<file path="src/rtl/hp_slot_pkg.sv">
package hp_slot_pkg;

    localparam int unsigned ADDR_W = 12;
    localparam int unsigned DATA_W = 32;

    localparam logic [ADDR_W-1:0] OFS_CAP = 12'h07C;
    localparam logic [ADDR_W-1:0] OFS_CTL = 12'h080;
    localparam logic [ADDR_W-1:0] OFS_DLY = 12'h1E0;

    // bit positions inside the capability word
    localparam int unsigned CAP_BTN_BIT = 0;
    localparam int unsigned CAP_PWR_BIT = 1;
    localparam int unsigned CAP_IND_BIT = 3;
    localparam int unsigned CAP_HPC_BIT = 6;

    // bit positions inside the control/status word
    localparam int unsigned CTL_BTN_IE_BIT = 0;
    localparam int unsigned CTL_CC_IE_BIT  = 4;
    localparam int unsigned CTL_HP_IE_BIT  = 5;
    localparam int unsigned CTL_IND_LO_BIT = 6;
    localparam int unsigned CTL_PWR_BIT    = 10;
    localparam int unsigned STS_BTN_BIT    = 16;
    localparam int unsigned STS_CC_BIT     = 19;

    localparam int unsigned DLY_LO_BIT = 3;

    typedef enum logic [1:0] {
        IND_RSVD  = 2'b00,
        IND_ON    = 2'b01,
        IND_BLINK = 2'b10,
        IND_OFF   = 2'b11
    } ind_code_e;

    typedef struct packed {
        logic hp_capable;
        logic ind_present;
        logic pwr_present;
        logic btn_present;
    } slot_caps_t;

    typedef struct packed {
        logic      pwr_ctl;
        ind_code_e ind_ctl;
        logic      hp_ie;
        logic      cc_ie;
        logic      btn_ie;
    } slot_ctl_t;

    typedef struct packed {
        logic cmd_done;
        logic btn_pressed;
    } slot_sts_t;

    function automatic slot_caps_t caps_from_word(input logic [DATA_W-1:0] w);
        slot_caps_t c;
        c.btn_present = w[CAP_BTN_BIT];
        c.pwr_present = w[CAP_PWR_BIT];
        c.ind_present = w[CAP_IND_BIT];
        c.hp_capable  = w[CAP_HPC_BIT];
        return c;
    endfunction

    function automatic logic [DATA_W-1:0] caps_to_word(input slot_caps_t c);
        logic [DATA_W-1:0] w;
        w = '0;
        w[CAP_BTN_BIT] = c.btn_present;
        w[CAP_PWR_BIT] = c.pwr_present;
        w[CAP_IND_BIT] = c.ind_present;
        w[CAP_HPC_BIT] = c.hp_capable;
        return w;
    endfunction

    function automatic slot_ctl_t ctl_from_word(input logic [DATA_W-1:0] w);
        slot_ctl_t c;
        c.btn_ie  = w[CTL_BTN_IE_BIT];
        c.cc_ie   = w[CTL_CC_IE_BIT];
        c.hp_ie   = w[CTL_HP_IE_BIT];
        c.ind_ctl = ind_code_e'(w[CTL_IND_LO_BIT +: 2]);
        c.pwr_ctl = w[CTL_PWR_BIT];
        return c;
    endfunction

    function automatic slot_sts_t sts_from_word(input logic [DATA_W-1:0] w);
        slot_sts_t s;
        s.btn_pressed = w[STS_BTN_BIT];
        s.cmd_done    = w[STS_CC_BIT];
        return s;
    endfunction

    function automatic logic [DATA_W-1:0] ctl_sts_to_word(input slot_ctl_t c,
                                                          input slot_sts_t s);
        logic [DATA_W-1:0] w;
        w = '0;
        w[CTL_BTN_IE_BIT]      = c.btn_ie;
        w[CTL_CC_IE_BIT]       = c.cc_ie;
        w[CTL_HP_IE_BIT]       = c.hp_ie;
        w[CTL_IND_LO_BIT +: 2] = c.ind_ctl;
        w[CTL_PWR_BIT]         = c.pwr_ctl;
        w[STS_BTN_BIT]         = s.btn_pressed;
        w[STS_CC_BIT]          = s.cmd_done;
        return w;
    endfunction

    function automatic logic [1:0] dly_from_word(input logic [DATA_W-1:0] w);
        return w[DLY_LO_BIT +: 2];
    endfunction

    function automatic logic [DATA_W-1:0] dly_to_word(input logic [1:0] d);
        logic [DATA_W-1:0] w;
        w = '0;
        w[DLY_LO_BIT +: 2] = d;
        return w;
    endfunction

    // ms ticks between power-on and clock enable for a delay code
    function automatic int unsigned delay_ticks(input logic [1:0] code,
                                                input int unsigned base);
        return base << code;
    endfunction

endpackage

</file>
<file path="src/rtl/hp_btn_debounce.sv">
module hp_btn_debounce #(
    parameter int unsigned HOLD_TICKS = 10
) (
    input  logic clk,
    input  logic rst,
    input  logic tick,
    input  logic btn_n,
    output logic press_o
);
    localparam int unsigned CW = $clog2(HOLD_TICKS + 1);
    localparam logic [CW-1:0] LAST = CW'(HOLD_TICKS - 1);

    logic [1:0]    sync_q;
    logic          cand_q;
    logic          stable_q;
    logic [CW-1:0] cnt_q;
    logic          same;
    logic          settle;

    always_ff @(posedge clk) begin
        if (rst) sync_q <= 2'b11;
        else     sync_q <= {sync_q[0], btn_n};
    end

    always_comb begin
        same   = (sync_q[1] == cand_q);
        settle = same && tick && (stable_q != cand_q) && (cnt_q == LAST);
    end

    always_ff @(posedge clk) begin
        if (rst) begin
            cand_q   <= 1'b1;
            stable_q <= 1'b1;
            cnt_q    <= '0;
        end else if (!same) begin
            cand_q <= sync_q[1];
            cnt_q  <= '0;
        end else if (tick && (stable_q != cand_q)) begin
            if (cnt_q == LAST) begin
                stable_q <= cand_q;
                cnt_q    <= '0;
            end else begin
                cnt_q <= cnt_q + 1'b1;
            end
        end
    end

    assign press_o = settle && !cand_q;
endmodule

</file>
<file path="src/rtl/hp_attn_indicator.sv">
module hp_attn_indicator import hp_slot_pkg::*; #(
    parameter int unsigned HALF_TICKS = 500
) (
    input  logic      clk,
    input  logic      rst,
    input  logic      tick,
    input  logic      present,
    input  ind_code_e code,
    output logic      led_n
);
    localparam int unsigned CW = $clog2(HALF_TICKS + 1);
    localparam logic [CW-1:0] LAST = CW'(HALF_TICKS - 1);

    logic [CW-1:0] half_cnt_q;
    logic          phase_q;

    always_ff @(posedge clk) begin
        if (rst) begin
            half_cnt_q <= '0;
            phase_q    <= 1'b0;
        end else if (tick) begin
            if (half_cnt_q == LAST) begin
                half_cnt_q <= '0;
                phase_q    <= ~phase_q;
            end else begin
                half_cnt_q <= half_cnt_q + 1'b1;
            end
        end
    end

    always_comb begin
        if (!present) begin
            led_n = 1'b1;
        end else begin
            unique case (code)
                IND_ON:    led_n = 1'b0;
                IND_BLINK: led_n = phase_q;
                default:   led_n = 1'b1;
            endcase
        end
    end
endmodule

</file>
<file path="src/rtl/hp_refclk_seq.sv">
module hp_refclk_seq import hp_slot_pkg::*; #(
    parameter int unsigned BASE_TICKS = 16
) (
    input  logic       clk,
    input  logic       rst,
    input  logic       tick,
    input  logic       pwr_on,
    input  logic [1:0] dly_code,
    output logic       refclk_on
);
    localparam int unsigned MAX_TICKS = BASE_TICKS * 8;
    localparam int unsigned CW = $clog2(MAX_TICKS + 1);

    logic [CW-1:0] cnt_q;
    logic          done_q;
    logic [CW-1:0] last;

    always_comb last = CW'(delay_ticks(dly_code, BASE_TICKS) - 1);

    always_ff @(posedge clk) begin
        if (rst || !pwr_on) begin
            cnt_q  <= '0;
            done_q <= 1'b0;
        end else if (tick && !done_q) begin
            if (cnt_q >= last) done_q <= 1'b1;
            else               cnt_q  <= cnt_q + 1'b1;
        end
    end

    assign refclk_on = pwr_on && done_q;
endmodule

</file>
<file path="src/rtl/hp_slot_ctrl.sv">
module hp_slot_ctrl import hp_slot_pkg::*; #(
    parameter int unsigned DEBOUNCE_TICKS   = 10,
    parameter int unsigned BLINK_HALF_TICKS = 500,
    parameter int unsigned BASE_DELAY_TICKS = 16
) (
    input  logic              clk,
    input  logic              rst,
    input  logic              ms_tick,
    input  logic              reg_wr,
    input  logic [ADDR_W-1:0] reg_addr,
    input  logic [DATA_W-1:0] reg_wdata,
    output logic [DATA_W-1:0] reg_rdata,
    input  logic              attn_btn_n,
    output logic              attn_led_n,
    output logic              ind_cmd_busy,
    input  logic              ind_cmd_ack,
    output logic              pwr_en_n,
    output logic              refclk_en_n,
    output logic              hp_irq
);
    slot_caps_t caps_q;
    slot_ctl_t  ctl_q;
    slot_sts_t  sts_q;
    logic [1:0] dly_q;
    logic       busy_q;

    logic       wr_cap, wr_ctl, wr_dly;
    slot_ctl_t  ctl_wr;
    slot_sts_t  sts_clr;
    slot_sts_t  sts_set;
    logic       cmd_start, cmd_done;
    logic       btn_press;
    logic       pwr_on, refclk_on;

    always_comb begin
        wr_cap    = reg_wr && (reg_addr == OFS_CAP);
        wr_ctl    = reg_wr && (reg_addr == OFS_CTL);
        wr_dly    = reg_wr && (reg_addr == OFS_DLY);
        ctl_wr    = ctl_from_word(reg_wdata);
        sts_clr   = wr_ctl ? sts_from_word(reg_wdata) : '0;
        cmd_start = wr_ctl && (ctl_wr.ind_ctl != IND_RSVD) && caps_q.ind_present;
        cmd_done  = ind_cmd_ack && busy_q && !cmd_start;
        sts_set.btn_pressed = btn_press && caps_q.btn_present;
        sts_set.cmd_done    = cmd_done;
        pwr_on    = caps_q.pwr_present && ctl_q.pwr_ctl;
    end

    // register file
    always_ff @(posedge clk) begin
        if (rst) begin
            caps_q <= '0;
            ctl_q  <= '0;
            dly_q  <= '0;
        end else begin
            if (wr_cap) caps_q <= caps_from_word(reg_wdata);
            if (wr_ctl) ctl_q  <= ctl_wr;
            if (wr_dly) dly_q  <= dly_from_word(reg_wdata);
        end
    end

    // sticky status, event set wins over write-one clear
    always_ff @(posedge clk) begin
        if (rst) sts_q <= '0;
        else     sts_q <= (sts_q & ~sts_clr) | sts_set;
    end

    // indicator command handshake
    always_ff @(posedge clk) begin
        if (rst)            busy_q <= 1'b0;
        else if (cmd_start) busy_q <= 1'b1;
        else if (cmd_done)  busy_q <= 1'b0;
    end

    hp_btn_debounce #(.HOLD_TICKS(DEBOUNCE_TICKS)) u_debounce (
        .clk     (clk),
        .rst     (rst),
        .tick    (ms_tick),
        .btn_n   (attn_btn_n),
        .press_o (btn_press)
    );

    hp_attn_indicator #(.HALF_TICKS(BLINK_HALF_TICKS)) u_indicator (
        .clk     (clk),
        .rst     (rst),
        .tick    (ms_tick),
        .present (caps_q.ind_present),
        .code    (ctl_q.ind_ctl),
        .led_n   (attn_led_n)
    );

    hp_refclk_seq #(.BASE_TICKS(BASE_DELAY_TICKS)) u_refclk (
        .clk       (clk),
        .rst       (rst),
        .tick      (ms_tick),
        .pwr_on    (pwr_on),
        .dly_code  (dly_q),
        .refclk_on (refclk_on)
    );

    always_comb begin
        hp_irq = ctl_q.hp_ie &&
                 ((sts_q.btn_pressed && ctl_q.btn_ie && caps_q.hp_capable) ||
                  (sts_q.cmd_done && ctl_q.cc_ie && caps_q.ind_present));
    end

    always_comb begin
        unique case (reg_addr)
            OFS_CAP: reg_rdata = caps_to_word(caps_q);
            OFS_CTL: reg_rdata = ctl_sts_to_word(ctl_q, sts_q);
            OFS_DLY: reg_rdata = dly_to_word(dly_q);
            default: reg_rdata = '0;
        endcase
    end

    assign ind_cmd_busy = busy_q;
    assign pwr_en_n     = ~pwr_on;
    assign refclk_en_n  = ~refclk_on;
endmodule

</file>
<file path="config.mk">
export PLATFORM = sky130hd
export DESIGN_NAME = hp_slot_ctrl
export DESIGN_NICKNAME = d
export VERILOG_FILES = /design/src/rtl/hp_slot_pkg.sv /design/src/rtl/hp_btn_debounce.sv /design/src/rtl/hp_attn_indicator.sv /design/src/rtl/hp_refclk_seq.sv /design/src/rtl/hp_slot_ctrl.sv
export SDC_FILE = /design/constraint.sdc
export NUM_CORES = 1
export LEC_CHECK = 0
export BUFFER_PORTS_ARGS = -buffer_cell sky130_fd_sc_hd__buf_4
export CAP_MARGIN = 40
export CORE_ASPECT_RATIO = 1.5
export CORE_UTILIZATION = 45
export DETAILED_ROUTE_END_ITERATION = 16
export PLACE_DENSITY = 0.74
export SLEW_MARGIN = 30
export SYNTH_ARGS = -nofsm -noshare
export SYNTH_HDL_FRONTEND = slang
export SYNTH_HIERARCHICAL = 1
export SYNTH_SLANG_ARGS = --single-unit
</file>
<file path="constraint.sdc">
create_clock -name clk -period 1.62 [get_ports clk]
set_clock_uncertainty 0.05 [all_clocks]
set_input_delay 0.324 -clock clk [delete_from_list [all_inputs] [get_ports clk]]
set_output_delay 0.324 -clock clk [all_outputs]
set_load 0.1 [all_outputs]
</file>
---- Yosys cells after proc, flatten, opt, wreduce, memory -nomap -nowiden ----
Cells that the tools add are included.
Widths: inputs -> output; s select.
storage, ports and cells
  register bits ........................... 42
  input port bits ......................... 50
  output and inout port bits .............. 37
  logic and storage cells ................. 86
cells by class
  add/subtract/negate cells ............... 4
  order comparisons ....................... 1
  equal/unequal tests ..................... 9
  shift operators ......................... 1
  mux-type cells .......................... 8
  bitwise logic cells ..................... 8
  reduce and logical (&&, ||, !) cells .... 34
operator list
  kind                 count
  $pmux 20 s3          1
  $logic_and 1x1->1    21
  $eq 12x7->1 const B  1
  $eq 12x8->1 const B  1
  $eq 12x9->1 const B  1
  $add 9x1->9 const B  1
  $eq 9x9->1 const B   1
  $mux 9               1
  $add 8x1->8 const B  1
  $ge 8x8->1           1
  $shl 5x2->8 const A  1
  $sub 8x1->8 const B  1
  $reduce_and 2->1     3
  $not 1->1            5
  $add 4x1->4 const B  1
  $eq 4x4->1 const B   1
  $logic_not 1->1      4
  $mux 4               1
  $reduce_bool 2->1    2
  $mux 1               3
  $reduce_and 3->1     1
  $and 2x2->2          1
  $eq 2x1->1 const B   1
  $eq 2x2->1 const B   1
  other kinds (8)      9

---- Logic depth before layout (Yosys ltp) ----
Gate-level depths: netlist (run 1).
  depth after elaboration ................. 8
  depth in mapped cells ................... 7
  gate-level depth less buffers ........... 6

---- Hierarchy ----
Netlist (run 1), hierarchy kept.
by module, submodules not included
  module             times used  cells each  area an instance (µm²)  sequential area each (µm²)
  hp_slot_ctrl       1           108         958.4                   300.3
  hp_refclk_seq      1           65          551.8                   180.2
  hp_attn_indicator  1           62          534.3                   200.2
  hp_btn_debounce    1           44          400.4                   160.2

---- Least setup slack after synthesis (run 1) ----
Ideal clock, no wire load.
  path type ............................... flip-flop to output port
  start ................................... reg ctl_q[0] (netlist name)
  end ..................................... out hp_irq
  data arrival time ....................... 2588 ps
  required time ........................... 1246 ps
  path slack .............................. -1342 ps
  cell stages (with the launch flop) ...... 3
  buffers on the path ..................... 0
  cell sequence ........................... dfxtp_1 -> nand3_1 -> a21boi_0
on the way
  word-level cells in the longest chain between the ends .. 4
RTL lines
  item                             RTL line             RTL
  from (decl)                      hp_slot_ctrl.sv:22   slot_ctl_t ctl_q;
  from (signal assigned)           hp_slot_ctrl.sv:56   if (wr_ctl) ctl_q <= ctl_wr;
  $logic_and 1x1->1 (2 in series)  hp_slot_ctrl.sv:102  ((sts_q.btn_pressed && ctl_q.btn_ie && caps_q.hp_capable) ||
  $logic_or 1x1->1                 hp_slot_ctrl.sv:102
  $logic_and 1x1->1                hp_slot_ctrl.sv:101  hp_irq = ctl_q.hp_ie &&
  to (decl)                        hp_slot_ctrl.sv:19   output logic hp_irq
No other way between the ends.

---- Worst setup path in the final report (run 1) ----
  start ................................... in reg_addr[3]
  end ..................................... out reg_rdata[7]
on the way
  word-level cells in the longest chain between the ends .. 2
  elaborated cells between the ends (all ways) .. 4
  classes of those cells .................. eq/ne (3); mux (1)
RTL lines
  item                                       RTL line             RTL
  from (decl)                                hp_slot_ctrl.sv:10   input logic [ADDR_W-1:0] reg_addr,
  $eq 12x9->1, or another cell as far along  hp_slot_ctrl.sv:107  unique case (reg_addr)
  $pmux 20 s3 (*)                            hp_slot_ctrl.sv:107
  to (decl)                                  hp_slot_ctrl.sv:12   output logic [DATA_W-1:0] reg_rdata,
Mark *: on every way between the ends. The rest lies on a longest branch, timed or not.

==> results of run 1 <==
==> sequential cells by signal, summed over array words and instances, names as in the netlist <==
name and cells:
u_indicator/half_cnt_q 9, u_refclk/cnt_q 8, ctl_q 6, caps_q 4, u_debounce/cnt_q 4, dly_q 2
sts_q 2, u_debounce/sync_q 2, ind_cmd_busy 1, u_debounce/cand_q 1, u_debounce/stable_q 1, u_indicator/phase_q 1
u_refclk/done_q 1
==> final timing paths <==
check	start	to	slack, ns	cells after the start
max reg2reg	dly_q[1]	u_refclk/cnt_q[5]	-0.15	7
min	attn_btn_n	u_debounce/sync_q[0]	0.16	2
max	reg_addr[3]	reg_rdata[7]	-0.18	5
min reg2reg	u_debounce/sync_q[0]	u_debounce/sync_q[1]	0.36	1
==> worst register-to-register path: stages, from the launching register on <==
cell and delay, ns:
dfxtp_4 0.41, inv_4 0.05, ha_4 0.22, a21oi_4 0.13, o211ai_1 0.14, buf_4 0.19
or3_1 0.39, a21oi_1 0.14
==> power by group through the flow <==
stage	clock, mW	sequential (mW)	combinational, mW
3_3_place_gp	0	1.09	0.402
4_1_cts	0.650	1.06	0.429
2_1_floorplan	0	1.09	0.344
6_report	0.630	1.06	0.445
5_1_grt	0.694	1.07	0.463
3_5_place_dp	0	1.09	0.406
==> through the flow <==
step	total power [mW]	cell area, um^2	util	hold WS [ns]
2_1_floorplan	1.431	2661	-	0.3357
3_3_place_gp	1.494	3032	0.5825	0.3436
3_5_place_dp	1.499	3032	0.5825	0.3473
4_1_cts	2.143	3438	0.6606	0.1567
5_1_grt	2.222	3636	0.6986	0.1538
6_report	2.138	3636	0.6986	0.1640
==> routing by layer <==
layer / routed length, um / global-route usage / up-vias
met5: 0 / 0 / -
li1: - / - / 1128
met2: 3763 / 0.4414 / 62
met1: 2433 / 0.2441 / 1153
met4: 134 / 0.07946 / 0
met3: 239 / 0.03731 / 15
==> synthesized netlist by cell type, drive strengths merged (4+ instances only) <==
cell type	number	area share
buf	27	0.084
nor2	19	0.029
xnor2	5	0.021
o211ai	4	0.012
o21ai	13	0.027
o31ai	8	0.027
a22o	4	0.014
nor2b	7	0.018
nand3	11	0.025
and3	5	0.014
mux2i	11	0.045
inv	14	0.021
nand4	6	0.021
nand2	16	0.025
ha	6	0.031
a21oi	18	0.037
and2	7	0.018
or4	7	0.021
dfxtp	42	0.34
or3	6	0.015
==> repair_timing <==
action,in CTS,in global routing
gates resized for setup,66,37
endpoints found under the setup margin,20,41
hold buffers,0,0
cloned,1,0
pin swaps,22,12
endpoints found under the hold margin,0,0
setup buffers,7,7
==> cells by family (layout without fill, tap and decap cells) <==
logic type	count (synthesis)	in the layout	share of synthesized area
xor+xnor	6	6	0.02457
buf+inv	43	101	0.1090
flops	42	42	0.3439
simple gates	107	107	0.2769
fa+ha+maj	6	6	0.03071
compound gates	62	62	0.1668
mux	11	11	0.04504
other cells	2	23	0.003072
==> layout make-up <==
cell class              instances  area [um^2]  share of cell area
multi-input cells             215         1765              0.4855
flip-flops and latches         42        862.1              0.2371
repair buffers                 80        788.3              0.2168
well taps                      68        85.08             0.02340
clock buffers                   7        76.32             0.02099
inverters                      14        58.81             0.01617
==> impl_metrics.tcl, run 1 <==
set metrics [dict create \
    power_frac_seq 0.497 \
    swShare 0.3183 \
    track_usage 0.2281 \
    clk_path_buf_depth 2 \
    period_share 1.112 \
    ys_warn_count 6 \
    fillers 377 \
    place.gp.congestion 0.8288 \
    fmax_mhz 554.9 \
    maxSlewViolCount 0 \
    coreArea_um2 5205 \
    htreeDepth 2 \
    vdd_ir_drop_max_mv 0.5372 \
    drc 0 \
    ys_seq_area_frac 0.3439 \
    routedWlPerCell_um 15.42 \
    critPathKind "input pin to primary output" \
    critPathBufInv 2 \
    worstMarginPinSlew_ns 0.5246 \
    ys_seq_elements 42 \
    syn_to_final_growth_pct 48.72 \
    violations "setup timing" \
    numCtsBuffers 5 \
    cp-start-kind "input pin" \
    hp-class "input pin to register" \
    grt-ovfl-total 0 \
    status "finished, violations left" \
    hold_violations 0 \
    drive_above_1_share 0.4330 \
    finalSetupViolations 18 \
    dp_hpwl_um 4229 \
    critPathRequiredTime_ns 1.25 \
    io_pins 87 \
    dr_total_vias 2358 \
    p_comb_frac 0.208 \
    synth.distinct_cells 59 \
    grt_pass1_wl_um 10400 \
    avgSynthCellArea_um2 8.763 \
    clk_latency_ns 0.29 \
    fin_tns_setup_ns -2.465 \
    drt_pass1_iterations 4 \
    synthCells 279 \
    wl_um 6570 \
    fin_crit_ns 1.802 \
    grt_pass1_vias 2294 \
    fin_ws_ns -0.1822 \
    fin_nets 414 \
    cts.clk_slew.worst_paths_ns 0.07 \
    clkPwrFrac 0.295 \
    via_per_inst 5.535 \
    synth_ff_type "dfxtp_1" \
    max-cap-violations 0 \
    drtAntennaViolNets 0 \
    die_width_um 62.18 \
    pre_cts_ws_ns -0.2953 \
    final_common_cell "buf_4" \
    crit_slowest_cell "nor4b_4" \
    crit_path_end_kind "primary output" \
    cts_tree "yes" \
    initial_core_util 0.4697 \
    root_buffer "clkbuf_8" \
    p_switching_uw 680.5 \
    grt_max_degree 15 \
    final_cell_mix "buf_4, dfxtp_1, conb_1" \
    die-area_um2 5738 \
    path_delay_family "simple AND/OR/NAND/NOR gates" \
    maxSlewHeadroom 0.6495 \
    worst-path-max-fanout 8 \
    port_buffers 42 \
    die_h_um 92.28 \
    drt_first_iter_violations 85 \
    syn_area_um2 2445 \
    instances_no_fill 426 \
    internal_power_mw 1.457 \
    path_cells "buf_4 > nor4b_4 > and3_4 > and2_4 > buf_12" \
    worst_path_largest_cell_delay_ns 0.32 \
    rows 32 \
    cts_sinks 42 \
    antenna_cells 0 \
    arrival_ns 1.43 \
    place_inst 407 \
    p_leak_nw 1.457 \
    rsz0062_at_grt "yes" \
    async_flop_share 0 \
    antenna_found_initial 0 \
    synth_edf_count 0 \
    power_density_nw_per_um2 588.0 \
]
Power figures use the tool's default switching activity.
==> inputs of run 2 (changes only) <==
- BUFFER_PORTS_ARGS: -buffer_cell sky130_fd_sc_hd__buf_4 -> default
- CORE_UTILIZATION: 45 -> 57
- DONT_BUFFER_PORTS: default -> 1
- PLACE_DENSITY: 0.74 -> 0.73
==> impl_metrics.tcl, run 2 (synthesis results as in run 1) <==
set metrics [dict create \
    numCtsBuffers 5 \
    port_buffers 0 \
    fin_util 0.7488 \
    die_h_um 82.21 \
    initial_core_util 0.6068 \
    instances_no_fill 356 \
    power_density_nw_per_um2 691.3 \
    violations "setup timing" \
    regMostFlops "u_indicator/half_cnt_q" \
    die-area_um2 4561 \
    met2_usage 0.4458 \
    grt_util_met1 0.2602 \
    maxSlewViolCount 0 \
    hp-class "input pin to register" \
    grt-ovfl-total 0 \
    dp_hpwl_um 3588 \
    routedWlPerCell_um 14.92 \
    final_cell_mix "dfxtp_1, buf_4, conb_1" \
    grt_max_degree 34 \
    critPathBufInv 1 \
    fin_ws_ns -0.09991 \
    drive_above_1_share 0.3344 \
    status "finished, violations left" \
    via_per_inst 5.955 \
    seqCellArea_um2 860.8 \
    path_delay_family "simple AND/OR/NAND/NOR gates" \
    crit_path_frequent_cell "nand4_1" \
    antenna_cells 0 \
    use_met3 0.05607 \
    drt_first_iter_violations 66 \
    drc 0 \
    syn_to_final_growth_pct 23.39 \
    p_leak_nw 1.171 \
    clk_path_buf_depth 2 \
    grt_pass1_vias 1968 \
    rsz0062_at_grt "yes" \
    root_buffer "clkbuf_8" \
    htreeDepth 2 \
    drtAntennaViolNets 0 \
    worst_path_largest_cell_delay_ns 0.40 \
    antenna_found_initial 0 \
    crit_path_end_kind "register" \
    cts_sinks 42 \
    period_share 1.062 \
    grt_pass1_wl_um 8659 \
    critPathKind "register to register" \
    drt_pass1_iterations 4 \
    max-cap-violations 0 \
    rows 28 \
    cp-start-kind "register" \
    fillers 294 \
    arrival_ns 1.90 \
    place_inst 339 \
    clk_latency_ns 0.29 \
    fin_crit_ns 1.720 \
    fin_tns_setup_ns -0.6747 \
    critPathRequiredTime_ns 1.80 \
    die_width_um 55.48 \
    largest_reg_flops 9 \
    io_pins 87 \
    fin_nets 366 \
    dr_total_vias 2120 \
    grt-busiest-layer "met2" \
    cts_tree "yes" \
    vdd_ir_drop_max_mv 0.8377 \
    coreArea_um2 4029 \
    path_cells "nor2_2 > ha_4 > nand4_1 > buf_4 > nand4_1 > or3_4 > a21oi_2" \
    worst-path-max-fanout 4 \
    crit_slowest_cell "or3_4" \
    final_common_cell "dfxtp_1" \
    finalSetupViolations 15 \
    multi_input_area_um2 1677 \
    fmax_mhz 581.4 \
    hold_violations 0 \
    cts.clk_slew.worst_paths_ns 0.08 \
    top_regs "u_indicator/half_cnt_q x9, u_refclk/cnt_q x8, ctl_q x6" \
    wl_um 5313 \
    rrSetupSlack_ns -0.1 \
    track_usage 0.2391 \
    place.gp.congestion 0.8033 \
]
## run 2: layer usage
metal  share of wire  up-vias
met5               0        -
met4           0.019        0
li1                -     1036
met1            0.39     1012
met3           0.049       11
met2            0.54       61
## run 2: final cells by class
class	count	area share
well taps	45	0.01866
multi-input cells	215	0.5558
inverters	14	0.01866
clock buffers	7	0.02862
clock inverters	1	0.001659
repair buffers	32	0.09125
flip-flops and latches	42	0.2854
## run 2: worst paths after layout
kind	from	depth (start not counted)	to
hold / removal	rst	1	ctl_q[4]
setup reg to reg	dly_q[1]	7	u_refclk/cnt_q[4]
setup / recovery	dly_q[1]	7	u_refclk/cnt_q[4]
hold reg to reg	u_debounce/sync_q[0]	1	u_debounce/sync_q[1]
## run 2: timing repair
item / 4_1_cts / 5_1_grt
resized for setup: 19 / 20
buffers inserted: 6 / 2
pin swaps: 21 / 7
hold buffers: 0 / 0
endpoints found under the setup margin: 19 / 28
cloned: 0 / 1
## run 2: per-stage QoR
step                worst slack [ns]  cell area [um^2]  power [mW]  hold slack [ns]
floorplan                    -0.1312              2661       1.431           0.3357
global placement             -0.1496              2703       1.402           0.3440
detailed placement           -0.1523              2703       1.404           0.3453
CTS                         -0.06980              2920       2.102          0.02663
global route                 -0.1700              3017       2.174          0.01846
finish                      -0.09991              3017       2.085          0.03305
## run 2: where the power goes
| group | total, mW | leakage (nW) | switching, mW | internal, mW |
|---|---|---|---|---|
| clock network | 0.688 | 0.0482 | 0.345 | 0.344 |
| logic | 0.333 | 0.777 | 0.273 | 0.0599 |
| registers | 1.06 | 0.346 | 0.0197 | 1.04 |
| total | 2.09 | 1.17 | 0.637 | 1.45 |
==> inputs of run 3 (changes only) <==
- CELL_PAD_IN_SITES_DETAIL_PLACEMENT: default -> 1
- CELL_PAD_IN_SITES_GLOBAL_PLACEMENT: default -> 2
- CORE_UTILIZATION: 57 -> 32
- PLACE_DENSITY: 0.73 -> 0.72
==> impl_metrics.tcl, run 3 (synthesis results as in run 1) <==
set metrics [dict create \
    status "finished, violations left" \
    violations "setup timing" \
    coreArea_um2 7322 \
    postPlaceCellArea_um2 2839 \
    fin_util 0.4270 \
    period_share 1.056 \
    port_buffers 0 \
    maxSlewViolCount 0 \
    clk_latency_ns 0.30 \
    p_leak_nw 1.194 \
    track_usage 0.1668 \
    fmax_mhz 584.7 \
    drc 0 \
    initial_core_util 0.3339 \
    fillers 899 \
    routedWlPerCell_um 14.95 \
    vdd_ir_drop_max_mv 0.3871 \
    worst-path-max-fanout 5 \
    drt_first_iter_violations 69 \
    fin_crit_ns 1.710 \
    drtAntennaViolNets 0 \
    crit_slowest_cell "dfxtp_4" \
    clk_path_buf_depth 2 \
    final_cell_mix "dfxtp_1, buf_4, conb_1" \
    rows 38 \
    grt-ovfl-total 0 \
    cts_sinks 42 \
    place.gp.congestion 0.7655 \
    fin_nets 372 \
    htreeDepth 2 \
    arrival_ns 1.90 \
    grt_pass1_wl_um 10320 \
    power_mw 2.127 \
    drt_pass1_iterations 4 \
    rsz0062_at_grt "yes" \
    fin_tns_setup_ns -0.7528 \
    critPathRequiredTime_ns 1.81 \
    antenna_found_initial 0 \
    antenna_cells 0 \
    dp_hpwl_um 4520 \
    hp-class "input pin to register" \
    instances_no_fill 417 \
    drive_above_1_share 0.3438 \
    pre_cts_ws_ns -0.1290 \
    fin_ws_ns -0.09031 \
    holdWs_ns 0.03589 \
    numCtsBuffers 5 \
    hold_violations 0 \
    io_pins 87 \
    top_regs "u_indicator/half_cnt_q x9, u_refclk/cnt_q x8, ctl_q x6" \
    critPathKind "register to register" \
    dr_total_vias 2133 \
    final_common_cell "dfxtp_1" \
    largest_reg_flops 9 \
    path_cells "inv_2 > ha_4 > a21oi_4 > o211ai_1 > buf_4 > or3_1 > a21oi_1" \
    grt_pass1_vias 2283 \
    regMostFlops "u_indicator/half_cnt_q" \
    die_h_um 109.1 \
    syn_to_final_growth_pct 27.89 \
    grt_max_degree 34 \
    stdcell_area_um2 3127 \
    worst_path_largest_cell_delay_ns 0.38 \
    die_width_um 73.37 \
    power_density_nw_per_um2 680.3 \
    die-area_um2 8001 \
    crit_path_end_kind "register" \
    wl_um 6233 \
    place_inst 403 \
    cp-start-kind "register" \
    finalSetupViolations 18 \
    root_buffer "clkbuf_8" \
    cts.clk_slew.worst_paths_ns 0.09 \
    via_per_inst 5.115 \
    max-cap-violations 0 \
    cts_tree "yes" \
]
-- run 3: worst max-delay path, delay by kind of cell (launching register included) --
family	cells	cell delay (ns)
compound gates	3	0.43
flops	1	0.38
simple gates	1	0.35
buf+inv	2	0.23
fa+ha+maj	1	0.22
-- run 3: layout make-up --
class	instances	area (um^2)	area share
inverter	14	61.31	0.01961
timing repair buffer	38	324.1	0.1036
multi-input combinational	215	1667	0.5330
sequential	42	858.3	0.2745
clock buffer	7	86.33	0.02761
clock inverter	1	5.005	0.001601
tap	100	125.1	0.04002
-- run 3: worst paths after layout --
kind	startpoint	slack [ns]	cells after the start	end
setup reg to reg	dly_q[1]	-0.09	7	u_refclk/cnt_q[4]
hold / removal	rst	0.04	1	ctl_q[3]
setup / recovery	dly_q[1]	-0.09	7	u_refclk/cnt_q[4]
hold reg to reg	u_debounce/sync_q[0]	0.37	1	u_debounce/sync_q[1]
-- run 3: per-layer routing --
metal	global-route usage	routed length [um]	up-vias
met3	0.03512	249	8
met2	0.3287	3477	36
met1	0.1674	2405	1041
met5	0	0	-
li1	-	-	1048
met4	0.05769	102	0
-- run 3: timing repair --
item,CTS,global route
pin swaps,13,12
buffers inserted,3,2
endpoints found under the setup margin,20,23
cloned,0,1
hold buffers,0,0
gates resized for setup,18,22
-- run 3: report_power, final --
group	switching (mW)	internal, mW	leakage [nW]
sequential	0.0190	1.04	0.345
combinational	0.277	0.0627	0.801
clock	0.379	0.345	0.0482
total	0.675	1.45	1.19
